$ cat config.mk
export PLATFORM = sky130hd
export DESIGN_NAME = in_write_framer
export DESIGN_NICKNAME = d
export VERILOG_FILES = /design/src/rtl/wcf_pkg.sv /design/src/rtl/wcf_hdr_decode.sv /design/src/rtl/wcf_ep_state.sv /design/src/rtl/wcf_seq.sv /design/src/rtl/in_write_framer.sv
export SDC_FILE = /design/constraint.sdc
export NUM_CORES = 1
export LEC_CHECK = 0
export ABC_CLOCK_PERIOD_IN_PS = 3400
export BUFFER_PORTS_ARGS = -buffer_cell sky130_fd_sc_hd__clkbuf_2
export CELL_PAD_IN_SITES_DETAIL_PLACEMENT = 0
export CELL_PAD_IN_SITES_GLOBAL_PLACEMENT = 1
export CORE_ASPECT_RATIO = 0.8
export CORE_MARGIN = 1
export CORE_UTILIZATION = 44
export CTS_BUF_LIST = sky130_fd_sc_hd__clkbuf_16
export DETAILED_ROUTE_END_ITERATION = 7
export GPL_ROUTABILITY_DRIVEN = 0
export PLACE_DENSITY_LB_ADDON = 0.1
export SLEW_MARGIN = 40
export SYNTH_ARGS = -nofsm -noshare
export SYNTH_HDL_FRONTEND = slang
export SYNTH_SLANG_ARGS = --single-unit
$ cat constraint.sdc
create_clock -name clk_i -period 3.4 [get_ports clk_i]
set_input_delay 0.34 -clock clk_i [delete_from_list [all_inputs] [get_ports clk_i]]
set_output_delay 0.34 -clock clk_i [all_outputs]
set_load 0.01 [all_outputs]
$ cat src/rtl/wcf_pkg.sv
package wcf_pkg;
  typedef enum logic [1:0] {ST_HDR, ST_FILL, ST_DROP, ST_REG} seq_state_e;

  typedef struct packed {
    logic       tog;
    logic [2:0] dest;
    logic [3:0] len;
  } hdr_t;
endpackage

$ cat src/rtl/wcf_hdr_decode.sv
module wcf_hdr_decode #(
  parameter int N_EP    = 3,
  parameter int MAX_LEN = 8,
  parameter int EPW     = 2
) (
  input  logic [7:0]     byte_i,
  output logic           tog_o,
  output logic           is_fifo_o,
  output logic [EPW-1:0] ep_o,
  output logic [2:0]     dest_o,
  output logic [3:0]     len_o,
  output logic           over_o
);
  import wcf_pkg::*;

  localparam logic [3:0] MAX_L = 4'(MAX_LEN);
  localparam logic [3:0] NEP_W = 4'(N_EP);

  hdr_t hdr;
  assign hdr = hdr_t'(byte_i);

  assign tog_o     = hdr.tog;
  assign dest_o    = hdr.dest;
  assign is_fifo_o = {1'b0, hdr.dest} < NEP_W;
  assign ep_o      = EPW'(hdr.dest);
  assign over_o    = hdr.len > MAX_L;
  assign len_o     = over_o ? MAX_L : hdr.len;
endmodule

$ cat src/rtl/wcf_ep_state.sv
module wcf_ep_state (
  input  logic clk_i,
  input  logic rst_ni,
  input  logic arm_i,
  input  logic ack_i,
  input  logic flush_i,
  input  logic tog_we_i,
  input  logic tog_i,
  output logic armed_o,
  output logic tog_o
);
  always_ff @(posedge clk_i or negedge rst_ni) begin
    if (!rst_ni) begin
      armed_o <= 1'b0;
      tog_o   <= 1'b0;
    end else begin
      // arm beats a coincident clear
      if (arm_i)                armed_o <= 1'b1;
      else if (ack_i || flush_i) armed_o <= 1'b0;
      if (tog_we_i) tog_o <= tog_i;
    end
  end

  assert_ack_clears_R9: assert property (@(posedge clk_i) disable iff (!rst_ni)
    (ack_i || flush_i) && !arm_i |=> !armed_o);

  assert_arm_holds_R5: assert property (@(posedge clk_i) disable iff (!rst_ni)
    armed_o && !ack_i && !flush_i |=> armed_o);

  assert_arm_sets_R9: assert property (@(posedge clk_i) disable iff (!rst_ni)
    arm_i |=> armed_o);
endmodule

$ cat src/rtl/wcf_seq.sv
module wcf_seq #(
  parameter int N_EP    = 3,
  parameter int MAX_LEN = 8,
  parameter int EPW     = 2
) (
  input  logic            clk_i,
  input  logic            rst_ni,
  input  logic            byte_valid_i,
  input  logic [7:0]      byte_i,
  input  logic [N_EP-1:0] armed_i,
  output logic            push_o,
  output logic [EPW-1:0]  push_ep_o,
  output logic [7:0]      push_data_o,
  output logic            reg_we_o,
  output logic [2:0]      reg_addr_o,
  output logic [7:0]      reg_data_o,
  output logic            cnt_err_o,
  output logic            busy_err_o,
  output logic [N_EP-1:0] arm_o,
  output logic [N_EP-1:0] tog_we_o,
  output logic            tog_o
);
  import wcf_pkg::*;

  seq_state_e     state_q;
  logic [3:0]     rem_q;
  logic [EPW-1:0] cur_ep_q;

  logic           d_tog, d_fifo, d_over;
  logic [EPW-1:0] d_ep;
  logic [2:0]     d_dest;
  logic [3:0]     d_len;

  wcf_hdr_decode #(.N_EP(N_EP), .MAX_LEN(MAX_LEN), .EPW(EPW)) u_dec (
    .byte_i   (byte_i),
    .tog_o    (d_tog),
    .is_fifo_o(d_fifo),
    .ep_o     (d_ep),
    .dest_o   (d_dest),
    .len_o    (d_len),
    .over_o   (d_over)
  );

  logic [N_EP-1:0] hdr_mask, cur_mask;
  logic hdr_acc, fifo_free, fill_last;

  assign hdr_mask  = N_EP'(1) << d_ep;
  assign cur_mask  = N_EP'(1) << cur_ep_q;
  assign hdr_acc   = byte_valid_i && (state_q == ST_HDR);
  assign fifo_free = hdr_acc && d_fifo && !(|(armed_i & hdr_mask));
  assign fill_last = byte_valid_i && (state_q == ST_FILL) && (rem_q == 4'd1);

  always_comb begin
    arm_o = '0;
    if (fifo_free && d_len == 4'd0) arm_o = hdr_mask;
    else if (fill_last)             arm_o = cur_mask;
  end

  assign tog_we_o = fifo_free ? hdr_mask : '0;
  assign tog_o    = d_tog;

  always_ff @(posedge clk_i or negedge rst_ni) begin
    if (!rst_ni) begin
      state_q     <= ST_HDR;
      rem_q       <= '0;
      cur_ep_q    <= '0;
      push_o      <= 1'b0;
      push_ep_o   <= '0;
      push_data_o <= '0;
      reg_we_o    <= 1'b0;
      reg_addr_o  <= '0;
      reg_data_o  <= '0;
      cnt_err_o   <= 1'b0;
      busy_err_o  <= 1'b0;
    end else begin
      push_o     <= 1'b0;
      reg_we_o   <= 1'b0;
      cnt_err_o  <= 1'b0;
      busy_err_o <= 1'b0;
      if (byte_valid_i) begin
        unique case (state_q)
          ST_HDR: begin
            cnt_err_o <= d_over;
            if (d_fifo) begin
              cur_ep_q <= d_ep;
              rem_q    <= d_len;
              if (!fifo_free) begin
                busy_err_o <= 1'b1;
                if (d_len != 4'd0) state_q <= ST_DROP;
              end else if (d_len != 4'd0) begin
                state_q <= ST_FILL;
              end
            end else begin
              reg_addr_o <= d_dest;
              state_q    <= ST_REG;
            end
          end
          ST_FILL: begin
            push_o      <= 1'b1;
            push_ep_o   <= cur_ep_q;
            push_data_o <= byte_i;
            rem_q       <= rem_q - 4'd1;
            if (rem_q == 4'd1) state_q <= ST_HDR;
          end
          ST_DROP: begin
            rem_q <= rem_q - 4'd1;
            if (rem_q == 4'd1) state_q <= ST_HDR;
          end
          ST_REG: begin
            reg_we_o   <= 1'b1;
            reg_data_o <= byte_i;
            state_q    <= ST_HDR;
          end
          default: state_q <= ST_HDR;
        endcase
      end
    end
  end

  assert_len_bounded_R4: assert property (@(posedge clk_i) disable iff (!rst_ni)
    (state_q == ST_FILL || state_q == ST_DROP) |-> (rem_q != 4'd0 && rem_q <= 4'(MAX_LEN)));

  assert_reg_single_R8: assert property (@(posedge clk_i) disable iff (!rst_ni)
    reg_we_o |=> !reg_we_o);

  assert_blocked_no_push_R7: assert property (@(posedge clk_i) disable iff (!rst_ni)
    busy_err_o |-> !push_o && !reg_we_o);

  assert_push_not_armed_R2: assert property (@(posedge clk_i) disable iff (!rst_ni)
    byte_valid_i && state_q == ST_FILL |-> !(|(armed_i & cur_mask)));
endmodule

$ cat src/rtl/in_write_framer.sv
module in_write_framer #(
  parameter int N_EP    = 3,
  parameter int MAX_LEN = 8,
  localparam int EPW    = (N_EP > 1) ? $clog2(N_EP) : 1
) (
  input  logic            clk_i,
  input  logic            rst_ni,
  input  logic            byte_valid_i,
  input  logic [7:0]      byte_i,
  input  logic [N_EP-1:0] ack_i,
  input  logic            flush_i,
  output logic            push_o,
  output logic [EPW-1:0]  push_ep_o,
  output logic [7:0]      push_data_o,
  output logic            reg_we_o,
  output logic [2:0]      reg_addr_o,
  output logic [7:0]      reg_data_o,
  output logic            cnt_err_o,
  output logic            busy_err_o,
  output logic [N_EP-1:0] armed_o,
  output logic [N_EP-1:0] toggle_o
);
  logic [N_EP-1:0] arm, tog_we;
  logic            tog_bit;

  wcf_seq #(.N_EP(N_EP), .MAX_LEN(MAX_LEN), .EPW(EPW)) u_seq (
    .clk_i       (clk_i),
    .rst_ni      (rst_ni),
    .byte_valid_i(byte_valid_i),
    .byte_i      (byte_i),
    .armed_i     (armed_o),
    .push_o      (push_o),
    .push_ep_o   (push_ep_o),
    .push_data_o (push_data_o),
    .reg_we_o    (reg_we_o),
    .reg_addr_o  (reg_addr_o),
    .reg_data_o  (reg_data_o),
    .cnt_err_o   (cnt_err_o),
    .busy_err_o  (busy_err_o),
    .arm_o       (arm),
    .tog_we_o    (tog_we),
    .tog_o       (tog_bit)
  );

  for (genvar e = 0; e < N_EP; e++) begin : g_ep
    wcf_ep_state u_ep (
      .clk_i   (clk_i),
      .rst_ni  (rst_ni),
      .arm_i   (arm[e]),
      .ack_i   (ack_i[e]),
      .flush_i (flush_i),
      .tog_we_i(tog_we[e]),
      .tog_i   (tog_bit),
      .armed_o (armed_o[e]),
      .tog_o   (toggle_o[e])
    );
  end
endmodule

# After elaboration in Yosys (flattened, before gate mapping)
# Index checks and enable logic that the tools add are counted.
[classes]
n_addsub = 1
magnitude_cmp = 2
eq_ne = 7
n_shift = 2
n_mux = 28
bitwise_logic = 2
reduce_logical = 25
[op_table]
columns = ["op", "n"]
rows = [
  ["2-to-1 mux 1 bit", 16],
  ["AND reduction 3 bit", 4],
  ["2-to-1 mux 2 bit", 5],
  ["2-to-1 mux 3 bit", 3],
  ["2-to-1 mux 4 bit", 2],
  ["one-hot mux 4 bit (2 select lines)", 1],
  ["nonzero test 2 bit", 4],
  ["logical AND 1 bit", 6],
  ["one-hot mux 2 bit (3 select lines)", 1],
  ["left shift 1 x 2 -> 3 bit (first input constant)", 2],
  ["equality test 2 bit (second input constant)", 2],
  ["equality test 4 x 1 -> 1 bit (second input constant)", 1],
  ["> comparator 4 bit (second input constant)", 1],
  ["logical NOT 4 bit", 1],
  ["!= test 2 x 1 -> 1 bit (second input constant)", 2],
  ["AND reduction 2 bit", 2],
  ["nonzero test 4 bit", 1],
  ["subtractor 4 x 1 -> 4 bit (second input constant)", 1],
  ["bitwise AND 3 bit", 1],
  ["logical OR 1 bit", 3],
  ["less-than comparator 3 x 2 -> 1 bit (second input constant)", 1],
  ["!= test 3 bit (second input constant)", 1],
  ["OR reduction 3 bit", 1],
  ["equality test 2 x 1 -> 1 bit (second input constant)", 1],
  ["4 further kinds", 4],
]
[word_totals]
ff_bits = 39
inputBits = 15
out_inout_bits = 31

# Logic depth before layout (Yosys ltp)
# Gate-level depths: netlist of the first run.
[logic_depth]
ltp_word = 9
ltp_mapped = 6

# Hierarchy
# A second synthesis of the first run with hierarchy kept.
[unflattened]
hier_cells = 156
area_unflattened_um2 = 1871.8
[modules_own_cells]
columns = ["mod", "n_inst", "cells_each", "area_each_um2", "seq_area_each_um2"]
rows = [
  ["wcf_seq", 1, 129, 1561.5, 825.8],
  ["wcf_ep_state", 3, 5, 76.3, 50.0],
  ["wcf_hdr_decode", 1, 12, 81.3, 0.0],
]

# Worst setup path after synthesis of the first run
# Ideal clock, no wire load.
[synth_timing]
path_type = "register -> register"
startpoint = "reg u_seq.state_q[0]"
endpoint = "reg u_seq.state_q[1]"
setup_time_ns = 0.125
arrival_ns = 1.483
required_time_ns = 3.275
slack_ns = 1.792
stages_incl_launch_ff = 7
path_buffers = 1
period_less_slack_ns = 1.608
path_cell_list = "dfrtp_1 inv_1 ha_1 clkbuf_1 nand2_1 nand3_1 mux2_2"
[synth_between]
elab_chain_cells = 7
word_cells_on_any_way = 14
[synth_lines]
columns = ["item", "line_no", "text"]
rows = [
  ["from (decl)", "wcf_seq.sv:25", "seq_state_e state_q;"],
  ["from (signal assigned)", "wcf_seq.sv:64", "state_q <= ST_HDR;"],
  ["from (signal assigned)", "wcf_seq.sv:89", "if (d_len != 4'd0) state_q <= ST_DROP;"],
  ["from (signal assigned)", "wcf_seq.sv:91", "state_q <= ST_FILL;"],
  ["logical NOT 2 bit", "wcf_seq.sv:49, wcf_seq.sv:81", ""],
  ["logical AND 1 bit", "wcf_seq.sv:49", "assign hdr_acc = byte_valid_i && (state_q == ST_HDR);"],
  ["logical AND 1 bit (2 in series)", "wcf_seq.sv:50", "assign fifo_free = hdr_acc && d_fifo && !(|(armed_i & hdr_mask));"],
  ["2-to-1 mux 2 bit", "wcf_seq.sv:87", "if (!fifo_free) begin"],
  ["2-to-1 mux 2 bit", "wcf_seq.sv:84", "if (d_fifo) begin"],
  ["one-hot mux 2 bit (3 select lines)", "wcf_seq.sv:81", "unique case (state_q)"],
]
# Several ways; a longest one is shown, not always the timed one.
# A chain may end at the register's enable or synchronous reset.

# Worst setup path after layout of the first run
[layout_timing]
startpoint = "reg u_seq.state_q[0]"
endpoint = "reg g_ep[0].u_ep.armed_o"
[layout_between]
elab_chain_cells = 7
word_cells_on_any_way = 12
[layout_lines]
columns = ["item", "line_no", "text"]
rows = [
  ["logical NOT 2 bit", "wcf_seq.sv:49", ""],
  ["logical AND 1 bit", "wcf_seq.sv:49", ""],
  ["logical AND 1 bit (2 in series)", "wcf_seq.sv:50", ""],
  ["logical AND 1 bit", "wcf_seq.sv:55", "if (fifo_free && d_len == 4'd0) arm_o = hdr_mask;"],
  ["2-to-1 mux 3 bit (*)", "wcf_seq.sv:55", ""],
  ["2-to-1 mux 1 bit / nonzero test 2 bit (equally long branches)", "n/a", ""],
  ["to (signal assigned)", "wcf_ep_state.sv:14", "armed_o <= 1'b0;"],
  ["to (signal assigned)", "wcf_ep_state.sv:18", "if (arm_i) armed_o <= 1'b1;"],
  ["to (signal assigned)", "wcf_ep_state.sv:19", "else if (ack_i || flush_i) armed_o <= 1'b0;"],
  ["to (decl)", "wcf_ep_state.sv:9", "output logic armed_o,"],
]
# Mark *: on every way between the ends. The rest lies on a longest branch, timed or not.

==> out/metrics.yaml, run 1 <==
floorplanning:
  die_x_um: 75.94
  core-area_um2: 4178
  dieArea_um2: 4644
  io_pins: 46
  start_util: 0.4606
  fp.dieH_um: 61.15
  rows: 21
placement:
  port_buffers: 45
  hpwlAfterDp_mm: 2.846
  place_ws_ns: 1.627
  place_area_um2: 2145
logic_synthesis:
  synthTopCellsByArea: "dfrtp_1 (51%), mux2_2 (14%), ha_1 (3.9%), nor3b_1 (3.1%), nand2_1 (2.9%)"
  synth_ff_type: "dfrtp_1"
  synth_top_cell_area_share: 0.5072
  netlist_area_um2: 1924
  synth.distinct_cells: 36
  yosys_warnings: 0
  synthArstFlopShare: 1.000
  synth.avg_cell_area_um2: 11.66
  synth_edf_count: 0
  yosysSeqAreaShare: 0.5072
  synthCells: 165
  yosysTopAreaCell: "dfrtp_1"
  syn_nets: 186
  synth-seq-cells: 39
layout:
  final_common_cell: "clkbuf_2"
  n_antenna_cell: 0
  final_cell_area_um2: 2290
  final_cell_mix: "clkbuf_2 (44), dfrtp_1 (39), mux2_2 (24)"
  final_layout_size_suffix_gt1_frac: 0.4078
  synthToLayoutAreaGrowth_pct: 18.99
  final_nets: 226
global_route:
  grt_pass1_vias: 1326
  grt_first_pass_wirelength_mm: 6.430
  grt_max_degree: 40
  gr-total-overflow: 0
  grt_antenna_before_repair: 0
  grt_usage: 0.1879
setup_path:
  cp_cell_sequence: "inv_1 -> ha_1 -> and3b_4 -> and2_4 -> a2111oi_4 -> a221o_1"
  reg2reg_setup_slack_ns: 1.67
  reg2reg_depth: 6
  worstPathRequired_ns: 3.56
  worstSetupStartpointType: "flip-flop"
  arrival_ns: 1.90
  endpoint: "g_ep[0].u_ep.armed_o"
  crit_start: "u_seq.state_q[0]"
  cpPeakStageDelay_ns: 0.40
  crit_fanout: 6
  worst_path_max_delay_cell: "dfrtp_1"
  crit_type: "flip-flop to flip-flop"
  path_delay_family: "simple AND/OR/NAND/NOR gates"
  end_kind: "flip-flop"
  critical_path_buf_inv_count: 1
  reg2reg_from: "u_seq.state_q[0]"
  r2r-end: "g_ep[0].u_ep.armed_o"
  crit_cells: 6
route:
  ant_nets: 0
  wl_per_cell_um: 14.91
  drtIter0Drc: 54
  via_per_inst: 5.289
  vias: 1391
  drc: 0
  finalWirelength_mm: 3.921
  first_pass_iters: 4
timing:
  max_slew_margin: 0.5579
  tns_ns: 0
  worst_pin_slew_ns: 0.6615
  rsz0062_at_grt: "no"
  setup_slack_ns: 1.666
  final_hold_viol_count: 0
  setup_viol: 0
  final_max_slew_viol_count: 0
  fin_crit_ns: 1.734
  skew_ns: 0.003780
  max_freq_ghz: 0.5769
  fin_crit_sh: 0.5099
status:
  outcome: "finished clean"
clock_network:
  cts_buffers: 5
  cts_hold_buf: 0
  cts_max_level: 2
  cts_setup_buffers: 0
  cts_root_buffer: "clkbuf_16"
  insertion_delay_ns: 0.28
  clock-sinks: 39
  ctsResizeCount: 0
  clk_pin_slew_ns: 0.06
  clockBufferDepth: 2
  cts_tree: "built"
power:
  p_leak_uw: 0.001108
  peakVddDrop_mv: 0.4149
  power_per_cell_area_nw_per_um2: 879.6
min_path:
  hp-class: "input port to async pin"
job:
  maxCapViolations: 0
-- metal layers --
layer	GRT usage	part of all wire	routed length [um]	vias to the layer above
li1	-	-	-	648
met2	0.3104	0.45	1771	47
met1	0.2406	0.47	1833	688
met5	0	0	0	-
met3	0.04593	0.064	251	8
met4	0.09066	0.017	65	0
-- synth_stat cells, types with 2 or more instances --
cell type,n
a21oi_1,5
and3_1,2
buf_2,3
buf_4,6
clkbuf_1,2
dfrtp_1,39
ha_1,6
inv_1,9
mux2_2,24
mux2i_1,4
nand2_1,15
nand2b_1,2
nand3_1,4
nor2b_1,2
nor3_1,7
nor3b_1,8
o21ai_0,8
-- area by class of cell --
class | instances | area [um^2]
repair buffers | 45 | 227.7
clock buffers | 5 | 125.1
flip-flops and latches | 39 | 975.9
clock inverters | 3 | 20.02
multi-input cells | 105 | 835.8
well taps | 57 | 71.32
inverters | 9 | 33.78
fillers | 375 | 1888
-- registers in the layout, summed over array words and instances (netlist names), 2 cells and up --
signal	count
u_seq.push_ep_o	2
g_ep.u_ep.armed_o	3
u_seq.push_data_o	8
u_seq.reg_addr_o	3
u_seq.reg_data_o	8
u_seq.state_q	2
g_ep.u_ep.tog_o	3
u_seq.rem_q	4
u_seq.cur_ep_q	2
-- kinds of logic (layout without fill, tap and decap cells) --
group	count (synthesis)	in the layout	share of synthesized area
simple gates	48	48	0.1430
buf+inv	21	62	0.05851
mux	28	28	0.1612
fa+ha+maj	6	6	0.03901
compound gates	23	23	0.09103
flops	39	39	0.5072
-- where the power goes --
| group | total [uW] | leakage, uW | switching (uW) | internal [uW] |
|---|---|---|---|---|
| logic | 779 | 0.000561 | 408 | 371 |
| registers | 784 | 0.000481 | 119 | 665 |
| clock network | 451 | 0.0000658 | 182 | 270 |
-- worst min-delay path by stage --
stage                        start              endpoint  slack, ns  cells past startpoint
2_1_floorplan               rst_ni  g_ep[0].u_ep.armed_o       0.04                      0
3_3_place_gp   u_seq.reg_addr_o[1]   u_seq.reg_addr_o[1]       0.47                      2
3_5_place_dp                rst_ni    g_ep[0].u_ep.tog_o       0.39                      1
4_1_cts                     rst_ni        u_seq.rem_q[1]       0.08                      1
5_1_grt                     rst_ni    g_ep[0].u_ep.tog_o       0.10                      1
6_report                    rst_ni    g_ep[2].u_ep.tog_o       0.06                      1
-- worst register-to-register path: cells and delay by family, from the launching register on --
family	cells	cell delay, ns
and+or+nand+nor	2	0.45
buffers and inverters	1	0.11
adders and majority gates	1	0.23
DFF	1	0.40
AOI/OAI and AO/OA	2	0.44
-- per-stage QoR --
stage / utilization / cells / total power (uW) / hold WS (ns)
2_1_floorplan: - / 165 / 1321 / 0.04441
3_3_place_gp: 0.5127 / 255 / 1552 / 0.4666
3_5_place_dp: 0.5133 / 255 / 1576 / 0.3871
4_1_cts: 0.5481 / 263 / 2036 / 0.08287
5_1_grt: 0.5481 / 263 / 2163 / 0.1024
6_report: 0.5481 / 263 / 2014 / 0.05995
No activity file was read; power rests on OpenSTA's default activity.
==> run 2, diff against run 1 <==
--- a/config.mk
+++ b/config.mk
@@ -5,13 +5,13 @@
 export SDC_FILE = /design/constraint.sdc
 export NUM_CORES = 1
 export LEC_CHECK = 0
-export ABC_CLOCK_PERIOD_IN_PS = 3400
+export ABC_CLOCK_PERIOD_IN_PS = 1600
 export BUFFER_PORTS_ARGS = -buffer_cell sky130_fd_sc_hd__clkbuf_2
 export CELL_PAD_IN_SITES_DETAIL_PLACEMENT = 0
 export CELL_PAD_IN_SITES_GLOBAL_PLACEMENT = 1
 export CORE_ASPECT_RATIO = 0.8
 export CORE_MARGIN = 1
-export CORE_UTILIZATION = 44
+export CORE_UTILIZATION = 41
 export CTS_BUF_LIST = sky130_fd_sc_hd__clkbuf_16
 export DETAILED_ROUTE_END_ITERATION = 7
 export GPL_ROUTABILITY_DRIVEN = 0
==> constraint.sdc (replaced) <==
create_clock -name clk_i -period 1.6 [get_ports clk_i]
set_input_delay 0.16 -clock clk_i [delete_from_list [all_inputs] [get_ports clk_i]]
set_output_delay 0.16 -clock clk_i [all_outputs]
set_load 0.01 [all_outputs]
==> out/metrics.yaml, run 2 (synthesis gave the netlist of run 1 again) <==
floorplanning:
  io_pins: 46  # unchanged
  fp.dieH_um: 63.28  # +3.5%
  rows: 21  # unchanged
  die_x_um: 78.60  # +3.5%
  dieArea_um2: 4973  # +7.1%
  start_util: 0.4439  # -0.01675
  core-area_um2: 4335  # +3.8%
layout:
  final_core_util: 0.5833  # +0.03519
  final_nets: 249  # +10%
  seqCellArea_um2: 975.9  # unchanged
  final_cell_mix: "clkbuf_2 (45), dfrtp_1 (39), mux2_2 (24)"
  reg.largest.list: "u_seq.push_data_o (8), u_seq.reg_data_o (8), u_seq.rem_q (4)"
  final_common_cell: "clkbuf_2"
  final_cell_area_um2: 2529  # +10%
  synthToLayoutAreaGrowth_pct: 31.40
  fillerInstances: 383  # +2.1%
  multi_input_area_um2: 860.8  # +3.0%
  final_layout_size_suffix_gt1_frac: 0.4978  # +0.09005
  n_antenna_cell: 0  # unchanged
clock_network:
  cts_max_level: 2  # unchanged
  insertion_delay_ns: 0.28  # about the same
  cts_tree: "built"
  cts_buffers: 5  # unchanged
  cts_root_buffer: "clkbuf_16"
  clk_pin_slew_ns: 0.06  # about the same
  clockBufferDepth: 2  # unchanged
  clock-sinks: 39  # unchanged
route:
  wl_per_cell_um: 15.24  # +2.3%
  vias: 1469  # +5.6%
  ant_nets: 0  # unchanged
  first_pass_iters: 4  # unchanged
  drtIter0Drc: 54  # unchanged
  drc: 0  # unchanged
  via_per_inst: 5.136  # -2.9%
  finalWirelength_mm: 4.360  # +11%
global_route:
  grt_first_pass_wirelength_mm: 7.245  # +13%
  gr-total-overflow: 0  # unchanged
  grt_pass1_vias: 1538  # +16%
  grt_antenna_before_repair: 0  # unchanged
  grt_usage: 0.1930  # +0.005024
  grt_max_degree: 18  # -55%
setup_path:
  reg2reg_setup_slack_ns: 0.03  # -1.63 ns
  worstSetupStartpointType: "flip-flop"
  r2r-end: "g_ep[0].u_ep.armed_o"
  worstPathRequired_ns: 1.82  # -1.74 ns
  crit_fanout: 5  # -1
  arrival_ns: 1.79  # -0.11 ns
  reg2reg_depth: 6  # unchanged
  end_kind: "flip-flop"
  reg2reg_from: "u_seq.state_q[0]"
  crit_type: "flip-flop to flip-flop"
timing:
  fin_crit_ns: 1.566  # -0.1672 ns
  worst_pin_slew_ns: 0.2898  # -0.3717 ns
  final_max_slew_viol_count: 0  # unchanged
  setup_slack_ns: 0.03367  # -1.633 ns
  skew_ns: 0.002238  # -0.001542 ns
  hold_slack_ns: 0.1767  # +0.1168 ns
  fin_crit_sh: 0.9790  # +0.4691
  max_slew_margin: 0.8043  # +0.2463
  final_hold_viol_count: 0  # unchanged
  rsz0062_at_grt: "yes"
  max_freq_ghz: 0.6384  # +11%
  setup_viol: 0  # unchanged
placement:
  place_ws_ns: -0.04302  # -1.670 ns
  hpwlAfterDp_mm: 3.322  # +17%
  place_area_um2: 2310  # +7.7%
  port_buffers: 45  # unchanged
power:
  peakVddDrop_mv: 1.061  # +160%
  power.total_uw: 4747  # +140%
  power_per_cell_area_nw_per_um2: 1877  # +110%
  p_leak_uw: 0.001240  # +12%
min_path:
  hp-start: "byte_i[1]"
  holdPathStages: 2
  min_to: "u_seq.push_data_o[1]"
  hp-class: "input port to flip-flop"
job:
  maxCapViolations: 0  # unchanged
status:
  outcome: "finished clean"
-- run 2: changes by cell type in the layout (fill, tap and decap cells not counted), moves of 2 or more --
cell     before  now
nand2_1      15   13
nand2_2       0    2
inv_1         9    6
buf_12        0    3
buf_4         0   18
inv_2         0    3
-- run 2: metal layers --
metal	share of wire	GRT usage
met5	0	0
met4	0.014	0.08102
met3	0.050	0.04203
met2	0.47	0.3217
met1	0.47	0.2405
-- run 2: final cells by class --
class	count	area share
sequential	39	0.3859
timing repair buffer	68	0.1747
multi-input combinational	105	0.3404
clock buffer	5	0.04948
tap	57	0.02820
clock inverter	3	0.007917
inverter	9	0.01336
-- run 2: critical path, cell delays in order (launching register included) --
cell and delay [ns]:
dfrtp_1 0.36, inv_2 0.07, ha_4 0.17, and3b_4 0.19
and2_4 0.15, a2111oi_4 0.36, a221o_1 0.20
-- run 2: worst max path at each step --
stage | slack [ns] | end | from
floorplan | 0.002 | g_ep[2].u_ep.armed_o | u_seq.state_q[0]
global route | -0.03 | g_ep[0].u_ep.armed_o | u_seq.state_q[0]
CTS | -0.007 | g_ep[0].u_ep.armed_o | u_seq.rem_q[1]
finish | 0.03 | g_ep[0].u_ep.armed_o | u_seq.state_q[0]
global placement | 0.006 | g_ep[0].u_ep.armed_o | u_seq.rem_q[1]
detailed placement | -0.04 | g_ep[0].u_ep.armed_o | u_seq.rem_q[1]
-- run 2: through the flow --
step	TNS (ns)	instances
floorplan	0	165
global placement	0	272
detailed placement	-0.1260	272
CTS	-0.007363	281
global route	-0.05911	286
finish	0	286
-- run 2: timing repair --
action                     4_1_cts  5_1_grt
setup endpoints to repair        4        5
buffers inserted                 0        5
resized for setup                5        4
hold buffers                     1        0
gates cloned                     0        0
pin swaps                        0        4
hold endpoints to repair         7        0
-- run 2: power by group --
group	internal, uW	switching (uW)
registers	1410	269
logic	1130	980
clock network	573	383
